### src/rtl/sio_pkg.sv
package sio_pkg;

    localparam int ST_TXRDY = 0;
    localparam int ST_RXRDY = 1;
    localparam int ST_TXEMP = 2;
    localparam int ST_OVR   = 4;
    localparam int ST_DSR   = 7;
    localparam int ST_IRQ   = 9;

    localparam int CT_TXEN  = 0;
    localparam int CT_DTR   = 1;
    localparam int CT_ACK   = 4;
    localparam int CT_RST   = 6;
    localparam int CT_TXIE  = 10;
    localparam int CT_RXIE  = 11;
    localparam int CT_DSRIE = 12;

    localparam int FRAME_W  = 8;
    localparam int CNT_W    = $clog2(FRAME_W + 1);
    localparam int REG_W    = 16;

    typedef struct packed {
        logic [REG_W-1:0]   mode;
        logic [REG_W-1:0]   ctrl;
        logic [REG_W-1:0]   baud;
        logic [FRAME_W-1:0] hold;
        logic [FRAME_W-1:0] tx_sh;
        logic [CNT_W-1:0]   tx_cnt;
        logic [FRAME_W-1:0] rx_sh;
        logic [CNT_W-1:0]   rx_cnt;
        logic [FRAME_W-1:0] rx_buf;
        logic               tx_rdy;
        logic               tx_empty;
        logic               rx_rdy;
        logic               ovr;
        logic               dsr;
        logic               irq;
        logic               txd;
        logic               sck;
        logic               dtr_pulse;
    } sio_state_t;

    function automatic logic [REG_W-1:0] pack_status(sio_state_t s);
        logic [REG_W-1:0] w;
        w           = '0;
        w[ST_TXRDY] = s.tx_rdy;
        w[ST_RXRDY] = s.rx_rdy;
        w[ST_TXEMP] = s.tx_empty;
        w[ST_OVR]   = s.ovr;
        w[ST_DSR]   = s.dsr;
        w[ST_IRQ]   = s.irq;
        return w;
    endfunction

endpackage

### src/rtl/sio_sync.sv
module sio_sync #(
    parameter int   STAGES  = 2,
    parameter logic RST_VAL = 1'b1
) (
    input  logic clk,
    input  logic rst_n,
    input  logic din,
    output logic dout
);
    logic [STAGES-1:0] ff_q;

    always_ff @(posedge clk or negedge rst_n) begin
        if (!rst_n) ff_q <= {STAGES{RST_VAL}};
        else        ff_q <= {ff_q[STAGES-2:0], din};
    end

    assign dout = ff_q[STAGES-1];
endmodule

### src/rtl/sio_baud.sv
module sio_baud #(
    parameter int DIV_W = 16
) (
    input  logic             clk,
    input  logic             rst_n,
    input  logic             run,
    input  logic [1:0]       sel,
    input  logic [DIV_W-1:0] div,
    output logic             tick
);
    localparam int PER_W = DIV_W + 6;

    logic [PER_W-1:0] period;
    logic [PER_W-1:0] cnt_d, cnt_q;

    always_comb begin
        case (sel)
            2'd1:    period = PER_W'(div);
            2'd2:    period = PER_W'(div) << 4;
            2'd3:    period = PER_W'(div) << 6;
            default: period = '0;
        endcase
        tick  = run && (period != '0) && (cnt_q >= period - PER_W'(1));
        cnt_d = (!run || period == '0 || tick) ? '0 : cnt_q + PER_W'(1);
    end

    always_ff @(posedge clk or negedge rst_n) begin
        if (!rst_n) cnt_q <= '0;
        else        cnt_q <= cnt_d;
    end
endmodule

### src/rtl/ctl_serial_port.sv
module ctl_serial_port
    import sio_pkg::*;
#(
    parameter bit CTRL_PORT   = 1'b1,
    parameter int SYNC_STAGES = 2
) (
    input  logic        clk,
    input  logic        rst_n,
    input  logic        bus_wr,
    input  logic        bus_rd,
    input  logic [1:0]  bus_addr,
    input  logic [31:0] bus_wdata,
    input  logic [3:0]  bus_be,
    output logic [31:0] bus_rdata,
    output logic        ser_txd,
    output logic        ser_sck,
    input  logic        ser_rxd,
    output logic        dtr_n,
    input  logic        dsr_n,
    output logic        irq
);
    sio_state_t st_d, st_q;
    logic       rxd_s, dsr_s, tick, run;
    logic [REG_W-1:0] ctl_w;

    sio_sync #(.STAGES(SYNC_STAGES), .RST_VAL(1'b1)) u_rxd_sync (
        .clk(clk), .rst_n(rst_n), .din(ser_rxd), .dout(rxd_s));
    sio_sync #(.STAGES(SYNC_STAGES), .RST_VAL(1'b1)) u_dsr_sync (
        .clk(clk), .rst_n(rst_n), .din(dsr_n), .dout(dsr_s));

    assign run = !st_q.tx_empty || (st_q.tx_cnt != '0);

    sio_baud #(.DIV_W(REG_W)) u_baud (
        .clk(clk), .rst_n(rst_n), .run(run),
        .sel(st_q.mode[1:0]), .div(st_q.baud), .tick(tick));

    // Order inside one cycle: data read, DSR, bit tick, then register write.
    always_comb begin
        st_d           = st_q;
        st_d.sck       = 1'b1;
        st_d.dtr_pulse = 1'b0;
        ctl_w          = bus_wdata[31:16];

        if (bus_rd && bus_addr == 2'd0) begin
            st_d.rx_rdy = 1'b0;
            st_d.rx_buf = '1;
        end

        if (dsr_s) begin
            st_d.dsr = 1'b0;
        end else if (!st_q.dsr) begin
            st_d.dsr = 1'b1;
            if (st_q.ctrl[CT_DSRIE]) st_d.irq = 1'b1;
        end

        if (tick) begin
            if (st_d.tx_cnt == '0 && st_q.ctrl[CT_TXEN] && !st_q.tx_empty) begin
                st_d.tx_sh    = st_q.hold;
                st_d.tx_cnt   = CNT_W'(FRAME_W);
                st_d.tx_empty = 1'b1;
                st_d.tx_rdy   = 1'b1;
                if (CTRL_PORT) begin
                    st_d.rx_cnt = CNT_W'(FRAME_W);
                    st_d.rx_sh  = '0;
                end
            end
            if (st_d.tx_cnt != '0) begin
                st_d.txd    = st_d.tx_sh[0];
                st_d.tx_sh  = st_d.tx_sh >> 1;
                st_d.tx_cnt = st_d.tx_cnt - CNT_W'(1);
                if (CTRL_PORT) st_d.sck = 1'b0;
                if (st_d.tx_cnt == '0 && st_q.ctrl[CT_TXIE]) st_d.irq = 1'b1;
            end
            if (st_d.rx_cnt != '0) begin
                st_d.rx_sh  = {rxd_s, st_d.rx_sh[FRAME_W-1:1]};
                st_d.rx_cnt = st_d.rx_cnt - CNT_W'(1);
                if (st_d.rx_cnt == '0) begin
                    if (st_d.rx_rdy) begin
                        st_d.ovr = 1'b1;
                    end else begin
                        st_d.rx_buf = st_d.rx_sh;
                        st_d.rx_rdy = 1'b1;
                    end
                    if (st_q.ctrl[CT_RXIE]) st_d.irq = 1'b1;
                end
            end
        end

        if (bus_wr) begin
            case (bus_addr)
                2'd0: begin
                    st_d.hold     = bus_wdata[FRAME_W-1:0];
                    st_d.tx_rdy   = 1'b0;
                    st_d.tx_empty = 1'b0;
                end
                2'd2: begin
                    if (|bus_be[1:0]) st_d.mode = bus_wdata[15:0];
                    if (|bus_be[3:2]) begin
                        if (ctl_w[CT_RST]) begin
                            st_d.tx_empty  = 1'b1;
                            st_d.tx_rdy    = 1'b1;
                            st_d.rx_rdy    = 1'b0;
                            st_d.ovr       = 1'b0;
                            st_d.irq       = 1'b0;
                            st_d.dtr_pulse = 1'b1;
                            st_d.tx_cnt    = '0;
                            st_d.rx_cnt    = '0;
                            st_d.txd       = 1'b1;
                            st_d.sck       = 1'b1;
                        end
                        if (ctl_w[CT_ACK]) begin
                            st_d.irq       = 1'b0;
                            ctl_w[CT_ACK]  = 1'b0;
                        end
                        st_d.ctrl = ctl_w;
                    end
                end
                2'd3: if (|bus_be[3:2]) st_d.baud = bus_wdata[31:16];
                default: ;
            endcase
        end
    end

    always_ff @(posedge clk or negedge rst_n) begin
        if (!rst_n) begin
            st_q          <= '0;
            st_q.tx_rdy   <= 1'b1;
            st_q.tx_empty <= 1'b1;
            st_q.txd      <= 1'b1;
            st_q.sck      <= 1'b1;
        end else begin
            st_q <= st_d;
        end
    end

    always_comb begin
        case (bus_addr)
            2'd0:    bus_rdata = {24'h0, st_q.rx_buf};
            2'd1:    bus_rdata = {16'h0, pack_status(st_q)};
            2'd2:    bus_rdata = {st_q.ctrl, st_q.mode};
            default: bus_rdata = {st_q.baud, 16'h0};
        endcase
    end

    assign ser_txd = st_q.txd;
    assign ser_sck = st_q.sck;
    assign irq     = st_q.irq;
    assign dtr_n   = ~(st_q.ctrl[CT_DTR] | st_q.dtr_pulse);
endmodule

### config.mk
export PLATFORM = sky130hd
export DESIGN_NAME = ctl_serial_port
export DESIGN_NICKNAME = d
export VERILOG_FILES = /design/src/rtl/sio_pkg.sv /design/src/rtl/sio_sync.sv /design/src/rtl/sio_baud.sv /design/src/rtl/ctl_serial_port.sv
export SDC_FILE = /design/constraint.sdc
export NUM_CORES = 1
export LEC_CHECK = 0
export ABC_AREA = 1
export BUFFER_PORTS_ARGS = -buffer_cell sky130_fd_sc_hd__buf_4
export CAP_MARGIN = 20
export CELL_PAD_IN_SITES_DETAIL_PLACEMENT = 1
export CELL_PAD_IN_SITES_GLOBAL_PLACEMENT = 2
export CORE_MARGIN = 8
export CORE_UTILIZATION = 37
export CTS_CLUSTER_DIAMETER = 50
export DETAILED_ROUTE_END_ITERATION = 10
export PLACE_DENSITY = 0.83
export SLEW_MARGIN = 20
export SYNTH_ARGS = -nofsm -noshare
export SYNTH_HDL_FRONTEND = slang
export SYNTH_SLANG_ARGS = --single-unit
### constraint.sdc
create_clock -name clk -period 9.8 [get_ports clk]
set_clock_uncertainty 0.05 [all_clocks]
set_input_delay 1.96 -clock clk [delete_from_list [all_inputs] [get_ports clk]]
set_output_delay 1.96 -clock clk [all_outputs]
set_load 0.005 [all_outputs]
==> results.sh <==
export IMPL_outcome="finished clean"
export IMPL_fin_crit_ns=5.078
export IMPL_path_cells="buf_4 > nand2_1 > inv_1 > a22o_1 > buf_4"
export IMPL_cts_resized=0
export IMPL_intPower_w=0.001094
export IMPL_slew_limit_headroom_pct=36.62
export IMPL_p_leak_nw=4.350
export IMPL_ioPinCount=80
export IMPL_busiest_layer="met2"
export IMPL_swShare_pct=36.68
export IMPL_worstMarginPinSlew_ns=0.9484
export IMPL_reg2reg_slack_ns=4.84
export IMPL_power_frac_clock_pct=37.3
export IMPL_setup_worst_path_class="in2out"
export IMPL_finalSetupViolations=0
export IMPL_synth_cell_types=41
export IMPL_vias=6623
export IMPL_ys_seq_area_share_pct=42.20
export IMPL_met3_usage_pct=3.662
export IMPL_synth_edf_count=0
export IMPL_drive_gt1_share_pct=13.25
export IMPL_multiInputGateArea_um2=3558
export IMPL_cts_buffer_depth=2
export IMPL_powerDensity_nw_per_um2=199.9
export IMPL_end_kind="output pin"
export IMPL_wl_per_cell_um=15.96
export IMPL_slew_viol_final=0
export IMPL_num_antenna_cells=0
export IMPL_first_iter_violations=255
export IMPL_grt_met1_usage_pct=22.07
export IMPL_start_kind="input pin"
export IMPL_power_switching_w=0.0006336
export IMPL_yosys_area_top_type="dfrtp_1"
export IMPL_grt_pass1_vias=7094
export IMPL_hold_viol_final=0
export IMPL_comb_power_share_pct=26.9
export IMPL_layout_nets=1138
export IMPL_area_growth_pct=20.04
export IMPL_synthArstFlopShare_pct=100.0
export IMPL_first_pass_iters=4
export IMPL_fmax_ghz=0.1969
export IMPL_die_height_um=155.5
export IMPL_p_seq_share_pct=35.8
export IMPL_fill_cells=2480
export IMPL_cts_buffers=17
export IMPL_cts_root_buffer="clkbuf_16"
export IMPL_synth_fp_nets=1060
export IMPL_via_per_inst=4.928
export IMPL_overflow=0
export IMPL_finalCritPeriodShare_pct=51.82
export IMPL_cts_setup_buffers=0
export IMPL_crit_slowest_cell="nand2_1"
export IMPL_grt_pass1_wl_mm=35.89
export IMPL_ys_seq_elements=121
export IMPL_hold_class="reg2reg"
export IMPL_crit_top_cell="buf_4"
export IMPL_clkTransAtPathRegs_ns=0.07
export IMPL_slowest_delay_ns=0.32
export IMPL_dieWidth_um=155.5
export IMPL_grt_max_degree=44
export IMPL_start_util_pct=37.36
export IMPL_vdd_ir_drop_worst_v=0.0001286
export IMPL_cts_tree="yes"
export IMPL_synth_top_cell_area_share_pct=39.28
export IMPL_crit_arrival_ns=3.07
export IMPL_syn_area_per_cell_um2=7.287
export IMPL_whs_ns=0.3067
export IMPL_place_gp_congestion=0.7998
export IMPL_port_buffers=79
export IMPL_dp_hpwl_mm=16.27
export IMPL_use_met2_pct=33.51
export IMPL_cp_required_ns=7.79
export IMPL_track_usage_pct=18.65
export IMPL_holdBufCountCts=0
export IMPL_die_area_um2=24180
export IMPL_ant_nets=0
export IMPL_yosys_warnings=0
export IMPL_synth_area_leaders="dfrtp_1, nand2_1, inv_1"
export IMPL_grt_antenna_before_repair=0
export IMPL_drt_total_wl_mm=21.46
export IMPL_cap_violations=0
export IMPL_netlist_area_um2=7199
export IMPL_cts_sinks=121
export IMPL_cp_max_fo=10
export IMPL_clock_latency_ns=0.42
export IMPL_synth_flop_cell="dfrtp_1"
export IMPL_coreArea_um2=19270
export IMPL_rsz0062_at_grt="false"
export IMPL_register_area_um2=3038
export IMPL_synthCells=988
export IMPL_htreeDepth=4
export IMPL_drc=0
export IMPL_rows=51
export IMPL_tns_ns=0
## logic make-up (layout without fill, tap and decap cells)
group,count (synthesis),after routing,share of synthesized area [%]
AO/OA/AOI/OAI,137,137,10.53
flip-flops,121,121,42.20
adder cells (fa/ha/maj),28,28,4.866
AND/OR/NAND/NOR,515,515,29.94
buffers and inverters,154,245,8.412
multiplexers,1,1,0.1564
XOR/XNOR,32,32,3.893
## final cells by class
class	instances	share of cell area, %
clock inverter	15	1.983
inverter	129	5.632
timing repair buffer	84	7.297
tap	265	3.837
clock buffer	17	4.923
multi-input combinational	713	41.18
sequential	121	35.15
## synth_stat cells (6+ instances only)
cell type,n
nor2_1,112
xor2_1,20
o221ai_1,6
dfrtp_1,113
nand3_1,55
clkbuf_1,16
o21ai_1,7
a21oi_1,30
nand4_1,18
inv_1,121
dfstp_2,8
o21ai_0,79
xnor2_1,12
nand2_1,296
nor3_1,11
ha_1,28
## critical path, delay by kind of cell
family / cells / cell delay (ns)
buffers and inverters: 3 / 0.51
and+or+nand+nor: 1 / 0.32
AOI/OAI and AO/OA: 1 / 0.26
## cell usage in the layout, fill, tap and decap left out, types with 6 or more instances in the layout
master and count:
buf_4 84, nand4_1 18, o221ai_1 6, xor2_1 20
inv_1 121, dfstp_2 8, a21oi_1 30, nor2_1 111
nand3_1 55, nand2_1 296, clkbuf_16 17, o21ai_0 79
nor2_2 6, dfrtp_1 113, ha_1 28, nor3_1 11
o21ai_1 7, xnor2_1 12, inv_8 8
## stage by stage
step	utilization (%)	total power [W]	setup slack [ns]	std cells	cell area, um^2
2_1_floorplan	-	0.0009339	4.920	988	7199
3_3_place_gp	41.75	0.001090	4.728	1312	8045
3_5_place_dp	41.75	0.001103	4.726	1312	8045
4_1_cts	44.84	0.001759	4.722	1344	8642
5_1_grt	44.84	0.001847	4.316	1344	8642
6_report	44.84	0.001727	4.722	1344	8642
## routing by layer
layer / share of wire, % / vias to the layer above / routed length [um]
met3: 2.8 / 21 / 591
met2: 52 / 71 / 11150
met4: 1.3 / 0 / 280
met5: 0 / - / 0
li1: - / 3322 / -
met1: 44 / 3209 / 9429
## power by group through the flow
stage          logic, W  registers (W)  clock network [W]
3_5_place_dp   0.000474       0.000628                  0
3_3_place_gp   0.000462       0.000628                  0
5_1_grt        0.000538       0.000628           0.000681
2_1_floorplan  0.000333       0.000601                  0
6_report       0.000465       0.000619           0.000644
4_1_cts        0.000478       0.000620           0.000661
## flip-flops by register name (all words and copies together) (netlist names)
name / count
ser_sck: 1
u_baud.cnt_q: 22
u_dsr_sync.ff_q: 2
u_rxd_sync.ff_q: 2
irq: 1
st_q: 92
ser_txd: 1
## worst paths after layout
kind	cells past startpoint	from	end
max in group asynchronous	3	rst_n	ser_sck
min in group asynchronous	1	rst_n	st_q[28]
hold reg to reg	0	u_rxd_sync.ff_q[0]	u_rxd_sync.ff_q[1]
setup / recovery	5	bus_addr[0]	bus_rdata[27]
hold / removal	0	u_rxd_sync.ff_q[0]	u_rxd_sync.ff_q[1]
setup reg to reg	24	st_q[81]	u_baud.cnt_q[2]
(Power assumes the default switching activity.)
